$ cat src/rtl/i2c_sclgen_pkg.sv
`timescale 1ns/1ps
package i2c_sclgen_pkg;

    localparam int STEPS     = 22;
    localparam int HALF      = STEPS / 2;
    localparam int MID       = 5;
    localparam int PH_W      = $clog2(STEPS);

    typedef logic [PH_W-1:0] phase_t;

    localparam phase_t LAST_PH = phase_t'(STEPS - 1);
    localparam phase_t HIGH_PH = phase_t'(HALF);
    localparam phase_t CHG_PH  = phase_t'(MID);
    localparam phase_t SMP_PH  = phase_t'(HALF + MID);

    typedef enum logic [1:0] {
        COND_NONE  = 2'd0,
        COND_START = 2'd1,
        COND_STOP  = 2'd2
    } cond_e;

    typedef struct packed {
        logic chg;
        logic smp;
        logic start;
        logic stop;
    } strobe_t;

    function automatic logic phase_is_high(phase_t p);
        return p >= HIGH_PH;
    endfunction

endpackage

$ cat src/rtl/sclgen_prescaler.sv
`timescale 1ns/1ps
module sclgen_prescaler #(
    parameter int W = 2
) (
    input  logic         clk,
    input  logic         rst,
    input  logic         clr,
    input  logic         en,
    input  logic [W-1:0] limit,
    output logic         wrap
);

    logic [W-1:0] cnt_q;

    assign wrap = en && (cnt_q == limit);

    always_ff @(posedge clk) begin
        if (rst || clr) begin
            cnt_q <= '0;
        end else if (en) begin
            cnt_q <= wrap ? '0 : cnt_q + 1'b1;
        end
    end


    cnt_in_range_chk: assert property (@(posedge clk) disable iff (rst)
        cnt_q <= limit);

endmodule

$ cat src/rtl/sclgen_phase.sv
`timescale 1ns/1ps
module sclgen_phase
    import i2c_sclgen_pkg::*;
(
    input  logic    clk,
    input  logic    rst,
    input  logic    enable,
    input  logic    tick,
    input  logic    scl_in,
    input  logic    hold_req,
    input  logic    last_bit,
    input  cond_e   cond,
    output logic    held,
    output logic    stall,
    output logic    period_end,
    output logic    resume,
    output logic    scl_low,
    output strobe_t strb
);

    phase_t phase_q;
    logic   held_q;

    assign held       = held_q;
    assign stall      = enable && !held_q && phase_is_high(phase_q) && !scl_in;
    assign period_end = tick && (phase_q == LAST_PH);
    assign resume     = held_q && !hold_req;
    assign scl_low    = enable && !phase_is_high(phase_q);

    always_comb begin
        strb.chg   = tick && (phase_q == CHG_PH);
        strb.smp   = tick && (phase_q == SMP_PH);
        strb.start = strb.smp && (cond == COND_START);
        strb.stop  = strb.smp && (cond == COND_STOP);
    end

    always_ff @(posedge clk) begin
        if (rst || !enable) begin
            phase_q <= '0;
            held_q  <= 1'b0;
        end else if (resume) begin
            held_q  <= 1'b0;
        end else if (period_end) begin
            phase_q <= '0;
            held_q  <= hold_req && last_bit;
        end else if (tick) begin
            phase_q <= phase_q + 1'b1;
        end
    end


    stall_freeze_chk: assert property (@(posedge clk) disable iff (rst)
        stall |=> $stable(phase_q));


    held_frozen_chk: assert property (@(posedge clk) disable iff (rst)
        (held_q && hold_req && enable) |=> (held_q && phase_q == '0));


    strobe_excl_chk: assert property (@(posedge clk) disable iff (rst)
        $onehot0({strb.chg, strb.smp, period_end}));


    low_entry_chk: assert property (@(posedge clk) disable iff (rst)
        $rose(scl_low) |-> ($past(period_end) || !$past(enable)));

endmodule

$ cat src/rtl/i2c_scl_gen.sv
`timescale 1ns/1ps
module i2c_scl_gen
    import i2c_sclgen_pkg::*;
#(
    parameter int A_W = 2,
    parameter int B_W = 6
) (
    input  logic           clk,
    input  logic           rst,
    input  logic           enable,
    input  logic [A_W-1:0] div_a,
    input  logic [B_W-1:0] div_b,
    input  logic           scl_in,
    input  logic           hold_req,
    input  logic           last_bit,
    input  logic [1:0]     cond,
    output logic           scl_low,
    output logic           sda_chg,
    output logic           sda_smp,
    output logic           start_pt,
    output logic           stop_pt
);

    logic [A_W-1:0] a_lat;
    logic [B_W-1:0] b_lat;
    logic           held, stall, period_end, resume;
    logic           run, tick_a, tick, reload, pre_clr;
    strobe_t        strb;

    assign run     = enable && !held && !stall;
    assign reload  = !enable || period_end || resume;
    assign pre_clr = !enable || resume;

    always_ff @(posedge clk) begin
        if (rst) begin
            a_lat <= '0;
            b_lat <= '0;
        end else if (reload) begin
            a_lat <= div_a;
            b_lat <= div_b;
        end
    end

    sclgen_prescaler #(.W(A_W)) u_pre_a (
        .clk   (clk),
        .rst   (rst),
        .clr   (pre_clr),
        .en    (run),
        .limit (a_lat),
        .wrap  (tick_a)
    );

    sclgen_prescaler #(.W(B_W)) u_pre_b (
        .clk   (clk),
        .rst   (rst),
        .clr   (pre_clr),
        .en    (tick_a),
        .limit (b_lat),
        .wrap  (tick)
    );

    sclgen_phase u_phase (
        .clk        (clk),
        .rst        (rst),
        .enable     (enable),
        .tick       (tick),
        .scl_in     (scl_in),
        .hold_req   (hold_req),
        .last_bit   (last_bit),
        .cond       (cond_e'(cond)),
        .held       (held),
        .stall      (stall),
        .period_end (period_end),
        .resume     (resume),
        .scl_low    (scl_low),
        .strb       (strb)
    );

    assign sda_chg  = strb.chg;
    assign sda_smp  = strb.smp;
    assign start_pt = strb.start;
    assign stop_pt  = strb.stop;


    div_hold_chk: assert property (@(posedge clk) disable iff (rst)
        (enable && !period_end && !resume) |=> ($stable(a_lat) && $stable(b_lat)));


    idle_no_tick_chk: assert property (@(posedge clk) disable iff (rst)
        !enable |-> !tick);


    cond_high_chk: assert property (@(posedge clk) disable iff (rst)
        (start_pt || stop_pt) |-> !scl_low);

endmodule

$ cat config.mk
export PLATFORM = sky130hd
export DESIGN_NAME = i2c_scl_gen
export DESIGN_NICKNAME = d
export VERILOG_FILES = /design/src/rtl/i2c_sclgen_pkg.sv /design/src/rtl/sclgen_prescaler.sv /design/src/rtl/sclgen_phase.sv /design/src/rtl/i2c_scl_gen.sv
export SDC_FILE = /design/constraint.sdc
export NUM_CORES = 1
export LEC_CHECK = 0
export BUFFER_PORTS_ARGS = -buffer_cell sky130_fd_sc_hd__buf_2
export CORE_UTILIZATION = 55
export DETAILED_ROUTE_END_ITERATION = 7
export PLACE_DENSITY = 0.86
export SLEW_MARGIN = 20
export SYNTH_ARGS = -nofsm -noshare
export SYNTH_HDL_FRONTEND = slang
export SYNTH_SLANG_ARGS = --single-unit
$ cat constraint.sdc
create_clock -name clk -period 2.6 [get_ports clk]
set_input_delay 0.39 -clock clk [delete_from_list [all_inputs] [get_ports clk]]
set_output_delay 0.39 -clock clk [all_outputs]
set_load 0.01 [all_outputs]
==> results of run 1 <==
-- placed cells by master (no fill, tap or decap), types with 2 or more instances in the layout --
cell	instances
a21oi_1	6
nor3b_1	6
dfxtp_1	20
nor2_1	9
ha_1	3
a311oi_1	2
dfxtp_2	2
nand2_1	5
mux2i_1	10
o211a_1	2
nor2b_1	2
a32o_1	3
and2_1	2
and3_1	2
clkbuf_4	3
xnor2_1	10
o21ai_0	7
nor3_1	4
buf_4	8
inv_1	6
nand2b_1	20
nand4_1	4
buf_2	20
-- state kept, by name, indices dropped and copies added, names as in the netlist --
register,cells
u_pre_a.cnt_q,2
b_lat,6
u_phase.held,1
u_phase.phase_q,5
a_lat,2
u_pre_b.cnt_q,6
-- stage by stage --
stage / area (um2) / TNS [ns]
2_1_floorplan: 1280 / 0
3_3_place_gp: 1420 / 0
3_5_place_dp: 1420 / 0
4_1_cts: 1520 / -0.00588
5_1_grt: 1530 / -0.312
6_report: 1530 / -0.239
-- logic make-up (layout without fill, tap and decap cells) --
family                     count (synthesis)  after routing  synth area share, %
AOI/OAI and AO/OA                         26             26                 15.1
xor gates and xnor gates                  10             10                 6.86
adders and majority gates                  4              4                 3.92
DFF                                       22             22                 34.5
buffers and inverters                     11             39                 3.82
muxes                                     11             11                 8.72
and+or+nand+nor                           58             58                 27.1
-- power by group through the flow --
stage,sequential [W],clock (W),combinational (W)
floorplan,0.000362,0,0.0000742
detailed placement,0.000363,0,0.000105
finish,0.000356,0.000268,0.000111
CTS,0.000356,0.000269,0.000107
global placement,0.000363,0,0.000102
global route,0.000357,0.000285,0.000122
-- worst max path at each step --
| stage | from | end | slack (ns) | cells past startpoint |
|---|---|---|---|---|
| 6_report | u_phase.phase_q[0]$_SDFFE_PP0P_ | stop_pt | -0.09 | 7 |
| 5_1_grt | u_phase.phase_q[0]$_SDFFE_PP0P_ | start_pt | -0.13 | 7 |
| 3_5_place_dp | u_phase.phase_q[1]$_SDFFE_PP0P_ | start_pt | 0.17 | 7 |
| 2_1_floorplan | u_phase.phase_q[0]$_SDFFE_PP0P_ | start_pt | 0.01 | 6 |
| 3_3_place_gp | u_phase.phase_q[1]$_SDFFE_PP0P_ | start_pt | 0.24 | 7 |
| 4_1_cts | u_phase.phase_q[0]$_SDFFE_PP0P_ | stop_pt | -0.005 | 7 |
-- worst register-to-register path: stages (launching register included) --
cell and delay [ns]:
dfxtp_2 0.36, ha_4 0.16, a211o_1 0.26, a311o_2 0.41, nor4_4 0.21, buf_4 0.17, buf_4 0.15, nand4_1 0.13
mux2_1 0.32
-- final cells by class --
cell class	instances	area [um2]
multi-input combinational	109	801
inverter	6	22.5
clock inverter	1	30.0
sequential	22	443
clock buffer	3	22.5
fill	178	666
tap	28	35.0
timing repair buffer	29	171
-- repair_timing --
item	in CTS	in global routing
hold buffers	0	0
buffers inserted	4	1
pin swaps	3	1
endpoints found under the setup margin	4	3
resized for setup	5	0
-- metal layers --
metal | global-route usage, % | up-vias | routed length, um
li1 | - | 556 | -
met1 | 28.9 | 531 | 1240
met2 | 39.1 | 54 | 1320
met3 | 5.76 | 11 | 210
met4 | 12.4 | 0 | 76
met5 | 0 | - | 0
==> results.sh, run 1 <==
export IMPL_cts_buffers=3
export IMPL_grt_pass1_vias=1052
export IMPL_synth_ff_type="dfxtp_1"
export IMPL_synth_area_top_cells="dfxtp_1, nand2b_1, mux2i_1"
export IMPL_r2r_start="u_phase.phase_q[0]$_SDFFE_PP0P_"
export IMPL_drv_slew=0
export IMPL_grt_overflow=0
export IMPL_p_leak_nw=0.638
export IMPL_synth_nets=162
export IMPL_p_int_w=0.000555
export IMPL_min_period_ns=2.69
export IMPL_cap_violations=0
export IMPL_yosysWarnings=0
export IMPL_setup_slack_ns=-0.0947
export IMPL_synth_edf_count=0
export IMPL_n_antenna_cell=0
export IMPL_clk_latency_ns=0.32
export IMPL_cp_top_family="compound AO/OA/AOI/OAI gates"
export IMPL_p_sw_w=0.000180
export IMPL_rsz0062_at_grt="true"
export IMPL_switching_share_pct=24.5
export IMPL_path_cells="ha_4, a211o_1, a311o_2, nor4_4, nand4_1, nor3b_1, buf_2"
export IMPL_worstHoldPathType="input pin to register"
export IMPL_worstHoldStart="div_b[3]"
export IMPL_drive_gt1_share_pct=24.7
export IMPL_fmax_mhz=371
export IMPL_fin_skew_ns=0.0142
export IMPL_num_vias=1152
export IMPL_r2r_slack_ns=0.33
export IMPL_yosysUniqueCellTypes=32
export IMPL_yosysTopAreaCell="dfxtp_1"
export IMPL_grt_max_degree=20
export IMPL_worstPathBufferInverterCount=1
export IMPL_antenna_found_initial=0
export IMPL_end_kind="primary output"
export IMPL_start_util_pct=58.3
export IMPL_tritoncts="built"
export IMPL_finalHoldViolations=0
export IMPL_worstRegToRegCells=8
export IMPL_cpPeakStageDelay_ns=0.41
export IMPL_power_density_mw_per_mm2=482
export IMPL_p_clk_share_pct=36.5
export IMPL_portBuffers=20
export IMPL_gp_congestion=0.868
export IMPL_netlist_area_mm2=0.00128
export IMPL_cts_clk_slew_worst_paths_ns=0.14
export IMPL_violations="setup timing"
export IMPL_route_detailed_drc=0
export IMPL_worst_pin_slew_ns=0.655
export IMPL_seqPwrFrac_pct=48.5
export IMPL_cts_sinks=22
export IMPL_combPwrFrac_pct=15.1
export IMPL_total_power_w=0.000735
export IMPL_drtAntennaViolNets=0
export IMPL_fin_crit_sh_pct=104
export IMPL_via_per_inst=5.82
export IMPL_async_flop_share_pct=0
export IMPL_nNetsFinal=191
export IMPL_post_drt_wl_per_cell_um=14.4
export IMPL_irDropWorstVdd_uv=348
export IMPL_cp_max_fo=3
export IMPL_finalSetupViolCount=3
export IMPL_ios=21
export IMPL_status="finished with violations"
export IMPL_cts_root_buf="clkbuf_4"
export IMPL_critPathLaunchType="register"
export IMPL_die_w_um=50.2
export IMPL_required_ns=2.21
export IMPL_reg2reg_to="u_phase.phase_q[3]$_SDFFE_PP0P_"
export IMPL_ys_seq_area_share_pct=34.5
export IMPL_syn_avg_cell_area_um2=9.00
export IMPL_synth_top_area_share_pct=34.5
export IMPL_path_class="register to primary output"
export IMPL_slew_headroom_pct=56.2
export IMPL_min_path_cells=3
export IMPL_die_area_mm2=0.00252
export IMPL_placementRows=17
export IMPL_grt_pass1_wl_um=4490
export IMPL_grt_usage_pct=23.9
export IMPL_synth_seq_cells=22
export IMPL_dpl_worst_slack_ns=0.173
export IMPL_wl_um=2850
export IMPL_whs_ns=0.299
export IMPL_postLayoutCoreUtil_pct=69.6
export IMPL_crit_path_top_delay_cell="a311o_2"
export IMPL_die_h_um=50.2
export IMPL_drtIter0Drc=57
export IMPL_firstDrtPassIters=4
export IMPL_worstHoldEndpoint="b_lat[3]$_SDFFE_PP0P_"
export IMPL_htreeDepth=1
export IMPL_synth_cells=142
export IMPL_yosysMostFrequentCell="dfxtp_1"
export IMPL_cp_arrival_ns=2.30
export IMPL_stdcell_count=198
export IMPL_cts_path_max_buffers=2
export IMPL_core_area_mm2=0.00219
export IMPL_synth_common_cells="dfxtp_1, nand2b_1, mux2i_1, xnor2_1, nor2_1"
export IMPL_placed_cells=189
export IMPL_dp_hpwl_um=1870
export IMPL_areaGrowthSynthToFinish_pct=19.4
Note: power is estimated with default switching activity, not from simulation.
==> run 2: changes to the inputs <==
--- a/config.mk
+++ b/config.mk
@@ -6,9 +6,11 @@
 export NUM_CORES = 1
 export LEC_CHECK = 0
 export BUFFER_PORTS_ARGS = -buffer_cell sky130_fd_sc_hd__buf_2
+export CORE_ASPECT_RATIO = 0.8
 export CORE_UTILIZATION = 55
 export DETAILED_ROUTE_END_ITERATION = 7
 export PLACE_DENSITY = 0.86
+export SETUP_SLACK_MARGIN = 0.15
 export SLEW_MARGIN = 20
 export SYNTH_ARGS = -nofsm -noshare
 export SYNTH_HDL_FRONTEND = slang
==> results.sh, run 2 (synthesized netlist as in run 1, its figures left out) <==
export IMPL_status="finished with violations"
export IMPL_violations="setup timing"
export IMPL_layout_common_cells="nand2b_1, dfxtp_1, buf_2, xnor2_1, mux2i_1"
export IMPL_setup_tns_final_ns=-0.223
export IMPL_required_ns=2.21
export IMPL_firstDrtPassIters=4
export IMPL_cts_root_buf="clkbuf_4"
export IMPL_cts_sinks=22
export IMPL_via_per_inst=5.95
export IMPL_rsz0062_at_grt="true"
export IMPL_die_area_mm2=0.00252
export IMPL_worstPathBufferInverterCount=1
export IMPL_finalSetupViolCount=3
export IMPL_nNetsFinal=191
export IMPL_critPathLaunchType="register"
export IMPL_portBuffers=20
export IMPL_drv_slew=0
export IMPL_start_util_pct=58.7
export IMPL_core_area_mm2=0.00218
export IMPL_ios=21
export IMPL_tritoncts="built"
export IMPL_cpPeakStageDelay_ns=0.43
export IMPL_crit_path_top_delay_cell="a311o_2"
export IMPL_antenna_found_initial=0
export IMPL_fin_skew_ns=0.0144
export IMPL_min_period_ns=2.69
export IMPL_worstHoldPathType="input pin to register"
export IMPL_path_class="register to primary output"
export IMPL_whs_ns=0.327
export IMPL_setup_slack_ns=-0.0930
export IMPL_drive_gt1_share_pct=26.0
export IMPL_worstHoldStart="hold_req"
export IMPL_cp_top_family="compound AO/OA/AOI/OAI gates"
export IMPL_reg_top3="b_lat x6, u_pre_b.cnt_q x6, u_phase.phase_q x5"
export IMPL_end_kind="primary output"
export IMPL_setup_worst_path_start="u_phase.phase_q[1]$_SDFFE_PP0P_"
export IMPL_worst_pin_slew_ns=0.654
export IMPL_num_vias=1154
export IMPL_finalHoldViolations=0
export IMPL_htreeDepth=1
export IMPL_irDropWorstVdd_uv=330
export IMPL_path_cells="ha_4, a211o_1, a311o_2, nor4_4, nand4_1, nor3b_2, buf_2"
export IMPL_nFillCells=175
export IMPL_grt_max_degree=20
export IMPL_cts_path_max_buffers=2
export IMPL_drtAntennaViolNets=0
export IMPL_wl_um=2860
export IMPL_cp_arrival_ns=2.30
export IMPL_post_drt_wl_per_cell_um=14.7
export IMPL_gp_congestion=0.854
export IMPL_grt_usage_pct=25.3
export IMPL_cp_max_fo=4
export IMPL_p_leak_nw=0.627
export IMPL_route_detailed_drc=0
export IMPL_power_density_mw_per_mm2=413
export IMPL_drtIter0Drc=35
export IMPL_n_antenna_cell=0
export IMPL_grt_pass1_wl_um=4880
export IMPL_dp_hpwl_um=2040
export IMPL_cts_clk_slew_worst_paths_ns=0.13
export IMPL_clk_latency_ns=0.31
export IMPL_grt_pass1_vias=1141
export IMPL_die_h_um=45.1
export IMPL_slew_headroom_pct=56.3
export IMPL_grt_overflow=0
export IMPL_cap_violations=0
export IMPL_r2r_start="u_phase.phase_q[1]$_SDFFE_PP0P_"
export IMPL_areaGrowthSynthToFinish_pct=18.1
export IMPL_cts_buffers=3
export IMPL_fin_crit_sh_pct=104
export IMPL_die_w_um=55.9
export IMPL_placementRows=15
export IMPL_fmax_mhz=371
## run 2: per-layer routing
metal | GRT usage (%) | up-vias | wire (um)
met3 | 6.30 | 9 | 234
met5 | 0 | - | 0
li1 | - | 555 | -
met4 | 13.7 | 0 | 63
met1 | 29.7 | 531 | 1220
met2 | 44.1 | 59 | 1340
## run 2: what timing repair did
item                       4_1_cts  5_1_grt
pin swaps                        4        0
setup endpoints to repair        4        4
setup buffers                    5        1
gates resized for setup          2        0
gates cloned                     0        0
hold buffers                     0        0
## run 2: per-stage QoR
stage               utilization [%]  instances  cell area [um2]  total power (W)  worst slack (ns)
finish                         69.3        194             1510         0.000623           -0.0930
global route                   69.3        194             1510         0.000650            -0.237
CTS                            69.0        193             1500         0.000623           -0.0810
detailed placement             66.0        185             1440         0.000469             0.143
global placement               66.0        185             1440         0.000465             0.238
floorplan                         -        142             1310         0.000436            0.0875
## run 2: report_power, final
| group | total, W | internal (W) | switching, W |
|---|---|---|---|
| Combinational | 0.000112 | 0.0000516 | 0.0000602 |
| Sequential | 0.000355 | 0.000346 | 0.00000882 |
| Clock | 0.000157 | 0.0000541 | 0.000103 |
| Total | 0.000623 | 0.000452 | 0.000172 |
## run 2: final timing paths
kind	to	slack, ns	cells after the start
max	start_pt	-0.09	7
min	u_phase.held$_SDFFE_PP0N_	0.33	3
max reg2reg	b_lat[5]$_SDFFE_PP0P_	0.26	7
min reg2reg	u_phase.held$_SDFFE_PP0N_	0.47	2
## run 2: area by class of cell
| type | count | area [um2] | area share [%] |
|---|---|---|---|
| flip-flops and latches | 22 | 448 | 29.7 |
| repair buffers | 29 | 168 | 11.1 |
| inverters | 6 | 22.5 | 1.49 |
| well taps | 25 | 31.3 | 2.07 |
| clock buffers | 3 | 22.5 | 1.49 |
| multi-input cells | 109 | 817 | 54.1 |
## run 2: worst min-delay path: stages
cell	delay (ns)
buf_2	0.10
nand4_1	0.06
a21oi_1	0.06
